--- src/rtl/dma_chan_pkg.sv ---
package dma_chan_pkg;

  localparam int CFG_W = 15;

  typedef struct packed {
    logic       m2m;      // 14
    logic [1:0] prio;     // 13:12
    logic [1:0] msize;    // 11:10
    logic [1:0] psize;    // 9:8
    logic       minc;     // 7
    logic       pinc;     // 6
    logic       circ;     // 5
    logic       m2p;      // 4
    logic       ie_err;   // 3
    logic       ie_half;  // 2
    logic       ie_done;  // 1
    logic       en;       // 0
  } chan_cfg_t;

  typedef enum logic [1:0] {ST_IDLE, ST_RD, ST_WR} seq_state_t;

  localparam logic [1:0] RA_CFG = 2'd0;
  localparam logic [1:0] RA_CNT = 2'd1;
  localparam logic [1:0] RA_PER = 2'd2;
  localparam logic [1:0] RA_MEM = 2'd3;

  function automatic logic [2:0] size_bytes(input logic [1:0] sz);
    case (sz)
      2'd0:    size_bytes = 3'd1;
      2'd1:    size_bytes = 3'd2;
      default: size_bytes = 3'd4;
    endcase
  endfunction

  function automatic logic [1:0] low_mask(input logic [1:0] sz);
    case (sz)
      2'd0:    low_mask = 2'b00;
      2'd1:    low_mask = 2'b01;
      default: low_mask = 2'b11;
    endcase
  endfunction

endpackage

--- src/rtl/dma_rst_sync.sv ---
module dma_rst_sync (
  input  logic clk,
  input  logic rst_n,
  output logic rst_n_s
);
  logic [1:0] sync_q;

  always_ff @(posedge clk or negedge rst_n) begin
    if (!rst_n) sync_q <= 2'b00;
    else        sync_q <= {sync_q[0], 1'b1};
  end

  assign rst_n_s = sync_q[1];
endmodule

--- src/rtl/dma_chan_cfg.sv ---
module dma_chan_cfg
  import dma_chan_pkg::*;
#(
  parameter int ADDR_W = 32,
  parameter int CNT_W  = 16
) (
  input  logic              clk,
  input  logic              rst_n,
  input  logic              wr_en,
  input  logic [1:0]        wr_addr,
  input  logic [31:0]       wr_data,
  input  logic              err_clr,
  output chan_cfg_t         cfg,
  output logic [CNT_W-1:0]  base_cnt,
  output logic [ADDR_W-1:0] per_base,
  output logic [ADDR_W-1:0] mem_base
);
  chan_cfg_t         cfg_q, cfg_d;
  logic              cfg_ce;
  logic [CNT_W-1:0]  cnt_q;
  logic [ADDR_W-1:0] per_q, mem_q;
  logic              cnt_ce, per_ce, mem_ce;

  always_comb begin
    cfg_d  = cfg_q;
    cfg_ce = 1'b0;
    if (wr_en && wr_addr == RA_CFG) begin
      cfg_ce = 1'b1;
      if (cfg_q.en) cfg_d.en = wr_data[0];
      else          cfg_d    = chan_cfg_t'(wr_data[CFG_W-1:0]);
    end
    if (err_clr) begin
      cfg_ce   = 1'b1;
      cfg_d.en = 1'b0;
    end
  end

  assign cnt_ce = wr_en && !cfg_q.en && wr_addr == RA_CNT;
  assign per_ce = wr_en && !cfg_q.en && wr_addr == RA_PER;
  assign mem_ce = wr_en && !cfg_q.en && wr_addr == RA_MEM;

  always_ff @(posedge clk or negedge rst_n) begin
    if (!rst_n) begin
      cfg_q <= '0;
      cnt_q <= '0;
      per_q <= '0;
      mem_q <= '0;
    end else begin
      if (cfg_ce) cfg_q <= cfg_d;
      if (cnt_ce) cnt_q <= wr_data[CNT_W-1:0];
      if (per_ce) per_q <= wr_data[ADDR_W-1:0];
      if (mem_ce) mem_q <= wr_data[ADDR_W-1:0];
    end
  end

  assign cfg      = cfg_q;
  assign base_cnt = cnt_q;
  assign per_base = per_q;
  assign mem_base = mem_q;
endmodule

--- src/rtl/dma_chan_ptr.sv ---
module dma_chan_ptr
  import dma_chan_pkg::*;
#(
  parameter int ADDR_W = 32
) (
  input  logic              clk,
  input  logic              rst_n,
  input  logic              load,
  input  logic [ADDR_W-1:0] load_val,
  input  logic              reload,
  input  logic              step,
  input  logic              inc,
  input  logic [1:0]        size,
  input  logic [ADDR_W-1:0] base,
  output logic [ADDR_W-1:0] addr_al
);
  logic [ADDR_W-1:0] cur_q, cur_d, mask, amt;
  logic              ce;

  assign mask    = ADDR_W'(low_mask(size));
  assign amt     = ADDR_W'(size_bytes(size));
  assign addr_al = cur_q & ~mask;
  assign ce      = load | reload | (step & inc);

  always_comb begin
    if (load)        cur_d = load_val;
    else if (reload) cur_d = base;
    else             cur_d = addr_al + amt;
  end

  always_ff @(posedge clk or negedge rst_n) begin
    if (!rst_n)  cur_q <= '0;
    else if (ce) cur_q <= cur_d;
  end
endmodule

--- src/rtl/dma_chan_fsm.sv ---
module dma_chan_fsm
  import dma_chan_pkg::*;
#(
  parameter int CNT_W  = 16,
  parameter int DATA_W = 32
) (
  input  logic              clk,
  input  logic              rst_n,
  input  logic              en,
  input  logic              m2m,
  input  logic              circ,
  input  logic              ie_done,
  input  logic              ie_half,
  input  logic              ie_err,
  input  logic [CNT_W-1:0]  base_cnt,
  input  logic              cnt_load,
  input  logic [CNT_W-1:0]  cnt_load_val,
  input  logic              periph_req,
  input  logic              bus_ack,
  input  logic              bus_err,
  input  logic [DATA_W-1:0] bus_rdata,
  output logic              rd_phase,
  output logic              wr_phase,
  output logic [DATA_W-1:0] data_q,
  output logic [CNT_W-1:0]  cnt_q,
  output logic              item_done,
  output logic              wrap,
  output logic              err_hit,
  output logic              irq_done,
  output logic              irq_half,
  output logic              irq_err
);
  seq_state_t       st_q, st_d;
  logic [CNT_W-1:0] cnt_d, cnt_nxt;
  logic             cnt_ce, dat_ce;
  logic             done_d, half_d, errp_d;

  assign cnt_nxt = cnt_q - 1'b1;

  always_comb begin
    st_d      = st_q;
    item_done = 1'b0;
    err_hit   = 1'b0;
    dat_ce    = 1'b0;
    case (st_q)
      ST_IDLE: if (en && cnt_q != '0 && (m2m || periph_req)) st_d = ST_RD;
      ST_RD: begin
        if (!en) st_d = ST_IDLE;
        else if (bus_err) begin
          err_hit = 1'b1;
          st_d    = ST_IDLE;
        end else if (bus_ack) begin
          dat_ce = 1'b1;
          st_d   = ST_WR;
        end
      end
      ST_WR: begin
        if (!en) st_d = ST_IDLE;
        else if (bus_err) begin
          err_hit = 1'b1;
          st_d    = ST_IDLE;
        end else if (bus_ack) begin
          item_done = 1'b1;
          st_d      = ST_IDLE;
        end
      end
      default: st_d = ST_IDLE;
    endcase
  end

  assign wrap   = item_done && cnt_nxt == '0 && circ && !m2m;
  assign cnt_ce = cnt_load | item_done;

  always_comb begin
    if (cnt_load)  cnt_d = cnt_load_val;
    else if (wrap) cnt_d = base_cnt;
    else           cnt_d = cnt_nxt;
  end

  assign done_d = item_done && cnt_nxt == '0 && ie_done;
  assign half_d = item_done && cnt_nxt == (base_cnt >> 1) && ie_half;
  assign errp_d = err_hit && ie_err;

  always_ff @(posedge clk or negedge rst_n) begin
    if (!rst_n) begin
      st_q     <= ST_IDLE;
      cnt_q    <= '0;
      data_q   <= '0;
      irq_done <= 1'b0;
      irq_half <= 1'b0;
      irq_err  <= 1'b0;
    end else begin
      st_q     <= st_d;
      if (cnt_ce) cnt_q  <= cnt_d;
      if (dat_ce) data_q <= bus_rdata;
      irq_done <= done_d;
      irq_half <= half_d;
      irq_err  <= errp_d;
    end
  end

  assign rd_phase = st_q == ST_RD && en;
  assign wr_phase = st_q == ST_WR && en;
endmodule

--- src/rtl/dma_chan_seq.sv ---
module dma_chan_seq
  import dma_chan_pkg::*;
#(
  parameter int ADDR_W = 32,
  parameter int DATA_W = 32,
  parameter int CNT_W  = 16
) (
  input  logic              clk,
  input  logic              rst_n,
  input  logic              reg_wr,
  input  logic [1:0]        reg_addr,
  input  logic [31:0]       reg_wdata,
  output logic [31:0]       reg_rdata,
  input  logic              periph_req,
  output logic              bus_req,
  output logic              bus_we,
  output logic [ADDR_W-1:0] bus_addr,
  output logic [1:0]        bus_size,
  output logic [DATA_W-1:0] bus_wdata,
  input  logic [DATA_W-1:0] bus_rdata,
  input  logic              bus_ack,
  input  logic              bus_err,
  output logic              irq_done,
  output logic              irq_half,
  output logic              irq_err,
  output logic [1:0]        chan_prio
);
  localparam int NSIDE = 2;  // 0 peripheral side, 1 memory side

  logic              rst_n_s;
  chan_cfg_t         cfg;
  logic              cfg_en;
  logic [CNT_W-1:0]  base_cnt, cnt_q;
  logic [ADDR_W-1:0] per_base, mem_base;
  logic              rd_phase, wr_phase, item_done, wrap, err_hit;
  logic [DATA_W-1:0] data_q;
  logic [1:0]        src_size, dst_size;
  logic [ADDR_W-1:0] src_addr, dst_addr;

  logic [ADDR_W-1:0] side_base [NSIDE];
  logic [ADDR_W-1:0] side_al   [NSIDE];
  logic              side_inc  [NSIDE];
  logic [1:0]        side_size [NSIDE];
  logic              side_load [NSIDE];

  dma_rst_sync u_rst (.clk(clk), .rst_n(rst_n), .rst_n_s(rst_n_s));

  dma_chan_cfg #(.ADDR_W(ADDR_W), .CNT_W(CNT_W)) u_cfg (
    .clk(clk), .rst_n(rst_n_s), .wr_en(reg_wr), .wr_addr(reg_addr),
    .wr_data(reg_wdata), .err_clr(err_hit), .cfg(cfg), .base_cnt(base_cnt),
    .per_base(per_base), .mem_base(mem_base)
  );

  assign cfg_en = cfg.en;

  dma_chan_fsm #(.CNT_W(CNT_W), .DATA_W(DATA_W)) u_fsm (
    .clk(clk), .rst_n(rst_n_s), .en(cfg.en), .m2m(cfg.m2m), .circ(cfg.circ),
    .ie_done(cfg.ie_done), .ie_half(cfg.ie_half), .ie_err(cfg.ie_err),
    .base_cnt(base_cnt),
    .cnt_load(reg_wr && !cfg.en && reg_addr == RA_CNT),
    .cnt_load_val(reg_wdata[CNT_W-1:0]), .periph_req(periph_req),
    .bus_ack(bus_ack), .bus_err(bus_err), .bus_rdata(bus_rdata),
    .rd_phase(rd_phase), .wr_phase(wr_phase), .data_q(data_q), .cnt_q(cnt_q),
    .item_done(item_done), .wrap(wrap), .err_hit(err_hit),
    .irq_done(irq_done), .irq_half(irq_half), .irq_err(irq_err)
  );

  assign side_base[0] = per_base;
  assign side_base[1] = mem_base;
  assign side_inc[0]  = cfg.pinc;
  assign side_inc[1]  = cfg.minc;
  assign side_size[0] = cfg.psize;
  assign side_size[1] = cfg.msize;
  assign side_load[0] = reg_wr && !cfg.en && reg_addr == RA_PER;
  assign side_load[1] = reg_wr && !cfg.en && reg_addr == RA_MEM;

  for (genvar g = 0; g < NSIDE; g++) begin : g_side
    dma_chan_ptr #(.ADDR_W(ADDR_W)) u_ptr (
      .clk(clk), .rst_n(rst_n_s), .load(side_load[g]),
      .load_val(reg_wdata[ADDR_W-1:0]), .reload(wrap), .step(item_done),
      .inc(side_inc[g]), .size(side_size[g]), .base(side_base[g]),
      .addr_al(side_al[g])
    );
  end

  assign src_addr = cfg.m2p ? side_al[1]  : side_al[0];
  assign dst_addr = cfg.m2p ? side_al[0]  : side_al[1];
  assign src_size = cfg.m2p ? cfg.msize   : cfg.psize;
  assign dst_size = cfg.m2p ? cfg.psize   : cfg.msize;

  assign bus_req   = rd_phase | wr_phase;
  assign bus_we    = wr_phase;
  assign bus_addr  = wr_phase ? dst_addr : src_addr;
  assign bus_size  = wr_phase ? dst_size : src_size;
  assign bus_wdata = data_q;
  assign chan_prio = cfg.prio;

  always_comb begin
    reg_rdata = '0;
    case (reg_addr)
      RA_CFG:  reg_rdata[CFG_W-1:0]  = cfg;
      RA_CNT:  reg_rdata[CNT_W-1:0]  = cnt_q;
      RA_PER:  reg_rdata[ADDR_W-1:0] = side_al[0];
      default: reg_rdata[ADDR_W-1:0] = side_al[1];
    endcase
  end
endmodule

--- config.mk ---
export PLATFORM = sky130hd
export DESIGN_NAME = dma_chan_seq
export DESIGN_NICKNAME = d
export VERILOG_FILES = /design/src/rtl/dma_chan_pkg.sv /design/src/rtl/dma_rst_sync.sv /design/src/rtl/dma_chan_cfg.sv /design/src/rtl/dma_chan_ptr.sv /design/src/rtl/dma_chan_fsm.sv /design/src/rtl/dma_chan_seq.sv
export SDC_FILE = /design/constraint.sdc
export NUM_CORES = 1
export LEC_CHECK = 0
export BUFFER_PORTS_ARGS = -buffer_cell sky130_fd_sc_hd__buf_4
export CORE_ASPECT_RATIO = 1.5
export CORE_MARGIN = 2
export CORE_UTILIZATION = 58
export DETAILED_ROUTE_END_ITERATION = 10
export GPL_TIMING_DRIVEN = 0
export PLACE_DENSITY = 0.85
export SYNTH_ARGS = -nofsm -noshare
export SYNTH_HDL_FRONTEND = slang
export SYNTH_SLANG_ARGS = --single-unit
export TNS_END_PERCENT = 5
--- constraint.sdc ---
create_clock -name clk -period 7.1 [get_ports clk]
set_clock_uncertainty 0.15 [all_clocks]
set_input_delay 0.71 -clock clk [delete_from_list [all_inputs] [get_ports clk]]
set_output_delay 0.71 -clock clk [all_outputs]
set_load 0.03 [all_outputs]
==> results.yml, run 1 <==
placed_design:
  dp.final_hpwl_mm: 33.4
  place.gp.congestion: 1.02
  port_buffers: 175
global_route:
  antenna_found_initial: 0
  grtUsageTotal_pct: 41.2
  grt_pass1_wl_mm: 68.0
  grt_remaining_overflow: 0
  grt_max_degree: 74
  grt_pass1_vias: 11900
logic_synthesis:
  synth-async-reset-ratio_pct: 100
  synth_ff_type: "dfrtp_1"
  syn_inst: 1337
  syn_area_um2: 12100
  syn-num-nets: 1420
  synth.avg_cell_area_um2: 9.07
  ys.warnings.count: 0
  synth_edf_count: 0
  synth.area.mux_share_pct: 11.7
  synth_top_family_by_area: "simple AND/OR/NAND/NOR gates"
  ys_ff_latch: 214
  synth_compound_area_share_pct: 11.1
  netlist-cell-type-count: 70
  synth-xor-area-share_pct: 4.55
  yosys.area_share.simple_pct: 23.5
  synth-adder-area-share_pct: 1.30
  ys_seq_area_share_pct: 44.2
floorplanning:
  fp.dieH_um: 181
  io_pins: 177
  die_area_um2: 22100
  fp.coreArea_um2: 20500
  rows: 64
  initial_core_util_pct: 59.2
  die_w_um: 122
run_status:
  outcome: "complete, no violations"
timing:
  slew_violations: 0
  hold_viol_final: 0
  maxClockFrequency_ghz: 0.227
  finalCriticalPeriod_ns: 4.40
  relSlewSlack_pct: 21.2
  rsz0062_at_grt: "no"
  worstMarginPinSlew_ns: 1.17
  finalCritPeriodShare_pct: 62.0
  finalSetupViolations: 0
cts:
  htree_levels: 1
  cts_buffer_depth: 3
  cts_inserted_buffers: 22
  cts_root_buf: "clkbuf_16"
  clk_transition_reported_paths_ns: 0.07
  cts_resized: 0
  cts_tree: "done"
  cts.sinks: 214
  clock_latency_ns: 0.54
critical_path:
  critPathKind: "flop to output port"
  cpMostUsedCell: "clkbuf_1"
  critPathBufInv: 4
  rr_worst_depth: 9
  end_kind: "output port"
  crit_family: "XOR/XNOR gates"
  cp.depth: 8
  start_kind: "flop"
  cp.required_ns: 6.24
  max_stage_delay_ns: 0.93
  critical_path.cell_chain: "inv_1, ha_1, and2_1, clkbuf_1, xnor2_1, clkbuf_1, mux2_2, buf_4"
  crit_fanout: 10
  crit_slowest_cell: "xnor2_1"
  cp.arrival_ns: 3.54
pwr:
  power_density_nw_per_um2: 456
  p_leak_nw: 6.76
  ir_worst_vdd_mv: 0.346
  totalPowerFinal_w: 0.00669
drt:
  drt_iter0_markers: 1396
  wire_per_inst_um: 24.9
  wl_met1_mm: 14.9
  route.detailed.drc: 0
  routed_wl_mm: 45.4
  vias: 11900
  via_per_inst: 6.52
  ant_nets: 0
  dr_wl_met2_mm: 20.9
  dr.pass1.iters: 6
  highest_layer: "met4"
  met3WireLength_mm: 4.76
finish:
  ff_latch_area_um2: 5360
  most-common-layout-cells: "nand2_1 (337), dfrtp_1 (213), buf_4 (179)"
  final_util_pct: 71.5
  final_common_cell: "nand2_1"
  final_layout_size_suffix_gt1_share_pct: 22.3
  diodes: 0
  nets: 1623
  nFillCells: 1601
  syn_to_final_growth_pct: 20.9
  multi_input_area_um2: 6340
worst_hold_path:
  hold_class: "flop to asynchronous set/reset pin"
run:
  cap_viol_max_count: 0
==> per-layer routing <==
metal  global-route usage, %  vias up
met5                       0        -
met4                    33.1        0
met3                    7.67      260
met2                    65.7      881
met1                    47.8     5640
li1                        -     5075
==> stage by stage <==
stage	cell area, um2	worst slack (ns)	TNS, ns	hold WS (ns)	instances
after floorplan	12100	0.545	0	0.181	1337
after global placement	13800	-1.79	-374.21	0.187	1776
after detailed placement	13800	3.25	0	0.186	1779
after CTS	14700	2.75	0	0.200	1819
after global routing	14700	2.55	0	0.203	1819
final	14700	2.70	0	0.188	1819
==> state kept, by name, summed over array words and instances, names as in the netlist <==
| name | count |
|---|---|
| u_cfg.base_cnt | 16 |
| u_fsm.cnt_q | 16 |
| u_fsm.irq_half | 1 |
| g_side.u_ptr.cur_q | 64 |
| u_cfg.cfg | 15 |
| u_fsm.irq_err | 1 |
| u_cfg.per_base | 32 |
| u_fsm.st_q | 2 |
| u_cfg.mem_base | 32 |
| u_rst.sync_q | 2 |
| u_fsm.data_q | 32 |
| u_fsm.irq_done | 1 |
==> where the power goes <==
part,switching [W],total [W],internal [W]
Combinational,0.00182,0.00305,0.00123
Sequential,0.000598,0.00235,0.00175
Clock,0.000515,0.00129,0.000776
Total,0.00293,0.00669,0.00376
==> cells in the mapped netlist, drive strengths merged, types with 30 or more instances <==
master	n	area, um2
nand2	338	1270
dfrtp	214	5360
nor2	81	307
mux2	76	856
o21ai	60	300
clkbuf	53	199
nand3	45	230
a21oi	43	215
buf	33	183
xnor2	33	289
nor3	32	165
xor2	30	263
==> path summary, 6_finish.rpt <==
| path | start | end | slack (ns) |
|---|---|---|---|
| min in group clk | u_rst.sync_q[0] | u_rst.sync_q[1] | 0.20 |
| hold / removal | u_rst.sync_q[1] | u_cfg.per_base[27] | 0.19 |
| setup reg to reg | u_fsm.cnt_q[5] | g_side[1].u_ptr.cur_q[17] | 3.07 |
| hold reg to reg | u_rst.sync_q[1] | u_cfg.per_base[27] | 0.19 |
| max in group asynchronous | u_rst.sync_q[1] | g_side[1].u_ptr.cur_q[5] | 5.59 |
| setup / recovery | u_fsm.st_q[0] | bus_addr[10] | 2.70 |
==> cells by family (layout without fill, tap and decap cells) <==
| logic type | after synthesis | count (layout) |
|---|---|---|
| simple gates | 624 | 624 |
| flops | 214 | 214 |
| compound gates | 207 | 207 |
| mux | 113 | 113 |
| buf+inv | 102 | 320 |
| xor+xnor | 63 | 63 |
| fa+ha+maj | 13 | 13 |
| other cells | 1 | 1 |
==> final cells by class <==
type	count	area share [%]
multi-input cells	1021	43.2
flip-flops and latches	214	36.5
repair buffers	179	9.54
clock buffers	29	4.34
plain buffers	86	2.60
well taps	264	2.25
clock inverters	10	1.10
inverters	16	0.410
==> what timing repair did <==
action | 4_1_cts | 5_1_grt
hold endpoints to repair | 2 | 0
setup buffers | 0 | 0
hold buffers | 1 | 0
(Power assumes the default switching activity.)
==> inputs of run 2 (changes only) <==
- ABC_AREA: not set -> 1
- CORE_UTILIZATION: 58 -> 59
- clock period: 7.1 -> 4.1 ns (I/O delays scaled with it)
==> results.yml, run 2 <==
run_status:
  outcome: "finished, violations left"
  violations: "negative hold slack"
cts:
  cts_buffer_depth: 3
  cts.sinks: 214
  cts_inserted_buffers: 22
  cts_resized: 0
  cts_tree: "done"
  holdBufCountCts: 33
  clk_transition_reported_paths_ns: 0.07
  htree_levels: 1
  cts_setup_buffers: 0
  clock_latency_ns: 0.52
  cts_root_buf: "clkbuf_16"
worst_hold_path:
  whs_endpoint: "u_fsm.data_q[29]"
  hold_depth: 2
  hp-start: "bus_rdata[29]"
  hold_class: "input port to flop"
critical_path:
  reg2reg_from: "u_fsm.st_q[0]"
  reg2reg_slack_ns: 0.26
  rr_worst_depth: 14
  critPathKind: "flop to flop"
  cp.required_ns: 4.36
  critical_path.cell_chain: "inv_1, ha_1, nand3_1, inv_1, nand3_1, nor2_1, nand4_1, nor2_1, nand3_1, nor2_1, nand2_1, clkbuf_1, o21ai_1, nand2_1"
  max_stage_delay_ns: 0.45
  cp.arrival_ns: 4.09
  worstReg2RegEnd: "u_fsm.cnt_q[10]"
  start_kind: "flop"
  crit_fanout: 10
  crit_slowest_cell: "inv_1"
  end_kind: "flop"
timing:
  worstMarginPinSlew_ns: 0.970
  rsz0062_at_grt: "no"
  slew_violations: 0
  hold_viol_final: 1
  finalCritPeriodShare_pct: 93.6
  finalSetupViolations: 0
  worst_hold_slack_ns: -0.00715
  finalCriticalPeriod_ns: 3.84
  maxClockFrequency_ghz: 0.261
  relSlewSlack_pct: 35.3
  worst_slack_ns: 0.262
logic_synthesis:
  ys.warnings.count: 0
  ys_seq_area_share_pct: 40.9
  synth-async-reset-ratio_pct: 100
  ys_ff_latch: 214
  syn_area_um2: 13100
  yosysMostFrequentCell: "nand2_1"
  ys_top_cells_by_count: "nand2_1 (476), inv_1 (238), dfrtp_1 (214)"
  synth_edf_count: 0
  syn_inst: 1840
  synth_top_area_share_pct: 40.9
  synthTopCellsByArea: "dfrtp_1 (41%), nand2_1 (14%), inv_1 (6.8%), o21ai_0 (6.0%), nor2_1 (5.3%)"
  yosysTopAreaCell: "dfrtp_1"
  synth_ff_type: "dfrtp_1"
  netlist-cell-type-count: 39
  synth.avg_cell_area_um2: 7.12
  syn-num-nets: 1923
finish:
  final_layout_size_suffix_gt1_share_pct: 13.5
  syn_to_final_growth_pct: 21.4
  most-common-layout-cells: "nand2_1 (476), inv_1 (238), dfrtp_1 (213)"
  finalInstanceArea_um2: 15900
  stdcell_count: 2362
  final_util_pct: 73.2
  multi_input_area_um2: 6470
  nets: 2159
  largest_reg_flops: 64
  nFillCells: 1743
  regMostFlops: "g_side.u_ptr.cur_q"
  ff_latch_area_um2: 5360
  final_common_cell: "nand2_1"
floorplanning:
  fp.dieH_um: 186
  die_w_um: 126
  die_area_um2: 23400
  initial_core_util_pct: 60.3
  rows: 66
  io_pins: 177
  fp.coreArea_um2: 21700
placed_design:
  place.gp.congestion: 1.05
  dp_slack_ns: 0.443
  port_buffers: 176
  dpl_cell_area_um2: 14800
  place_inst: 2291
  dp.final_hpwl_mm: 40.7
pwr:
  power_density_nw_per_um2: 743
  totalPowerFinal_w: 0.0118
  p_leak_nw: 7.97
  ir_worst_vdd_mv: 0.654
drt:
  vias: 14700
  route.detailed.drc: 0
  ant_nets: 0
  drt_iter0_markers: 1815
  via_per_inst: 6.23
  dr.pass1.iters: 6
  routed_wl_mm: 54.9
  wire_per_inst_um: 23.2
global_route:
  grt_max_degree: 64
  grt_pass1_wl_mm: 83.4
  antenna_found_initial: 1
  grtUsageTotal_pct: 46.2
  grt_pass1_vias: 14600
  grt_remaining_overflow: 0
run:
  cap_viol_max_count: 0
==> run 2: cell type report <==
| type | count | area share [%] |
|---|---|---|
| multi-input combinational | 1298 | 40.7 |
| sequential | 214 | 33.7 |
| timing repair buffer | 212 | 10.9 |
| inverter | 247 | 5.83 |
| clock buffer | 31 | 4.06 |
| buffer | 81 | 2.18 |
| tap | 272 | 2.14 |
| clock inverter | 6 | 0.519 |
| antenna | 1 | 0.0157 |
==> run 2: report_power, final <==
| group | total (W) | internal, W | switching [W] |
|---|---|---|---|
| combinational | 0.00592 | 0.00189 | 0.00403 |
| clock | 0.00210 | 0.00122 | 0.000886 |
| sequential | 0.00380 | 0.00298 | 0.000817 |
| total | 0.0118 | 0.00609 | 0.00573 |
==> run 2: metrics by stage <==
stage | hold slack, ns | TNS, ns
global placement | 0.0426 | -187.49
global route | 0.00193 | 0
finish | -0.00715 | 0
floorplan | -0.0356 | 0
detailed placement | 0.0467 | 0
CTS | 0.00883 | 0
==> run 2: worst max-delay path by stage <==
stage | startpoint | slack (ns) | endpoint
3_5_place_dp | u_fsm.st_q[0] | 0.44 | u_fsm.cnt_q[10]
3_3_place_gp | u_rst.sync_q[1] | -0.91 | u_fsm.st_q[1]
2_1_floorplan | u_rst.sync_q[1] | 0.43 | g_side[0].u_ptr.cur_q[0]
5_1_grt | u_fsm.st_q[0] | 0.24 | u_fsm.cnt_q[10]
4_1_cts | u_fsm.st_q[0] | 0.44 | u_fsm.cnt_q[10]
6_report | u_fsm.st_q[0] | 0.26 | u_fsm.cnt_q[10]
==> run 2: metal layers <==
layer | part of all wire (%) | vias up | track usage, %
li1 | - | 6435 | -
met1 | 33 | 6856 | 52.1
met2 | 46 | 1122 | 73.2
met3 | 10 | 313 | 9.32
met4 | 11 | 0 | 41.4
met5 | 0 | - | 0
==> run 2: kinds of logic after synthesis <==
| logic type | synth area share (%) |
|---|---|
| muxes | 3.18 |
| adders and majority gates | 1.05 |
| buffers and inverters | 9.72 |
| DFF | 40.9 |
| and+or+nand+nor | 28.9 |
| AOI/OAI and AO/OA | 12.3 |
| other | 0.0286 |
| xor gates and xnor gates | 3.95 |
==> run 2: critical path: cells and delay by family, from the launching register on <==
family / cells / cell delay, ns
and+or+nand+nor: 9 / 1.82
buffers and inverters: 3 / 0.89
adders and majority gates: 1 / 0.22
DFF: 1 / 0.38
AOI/OAI and AO/OA: 1 / 0.23
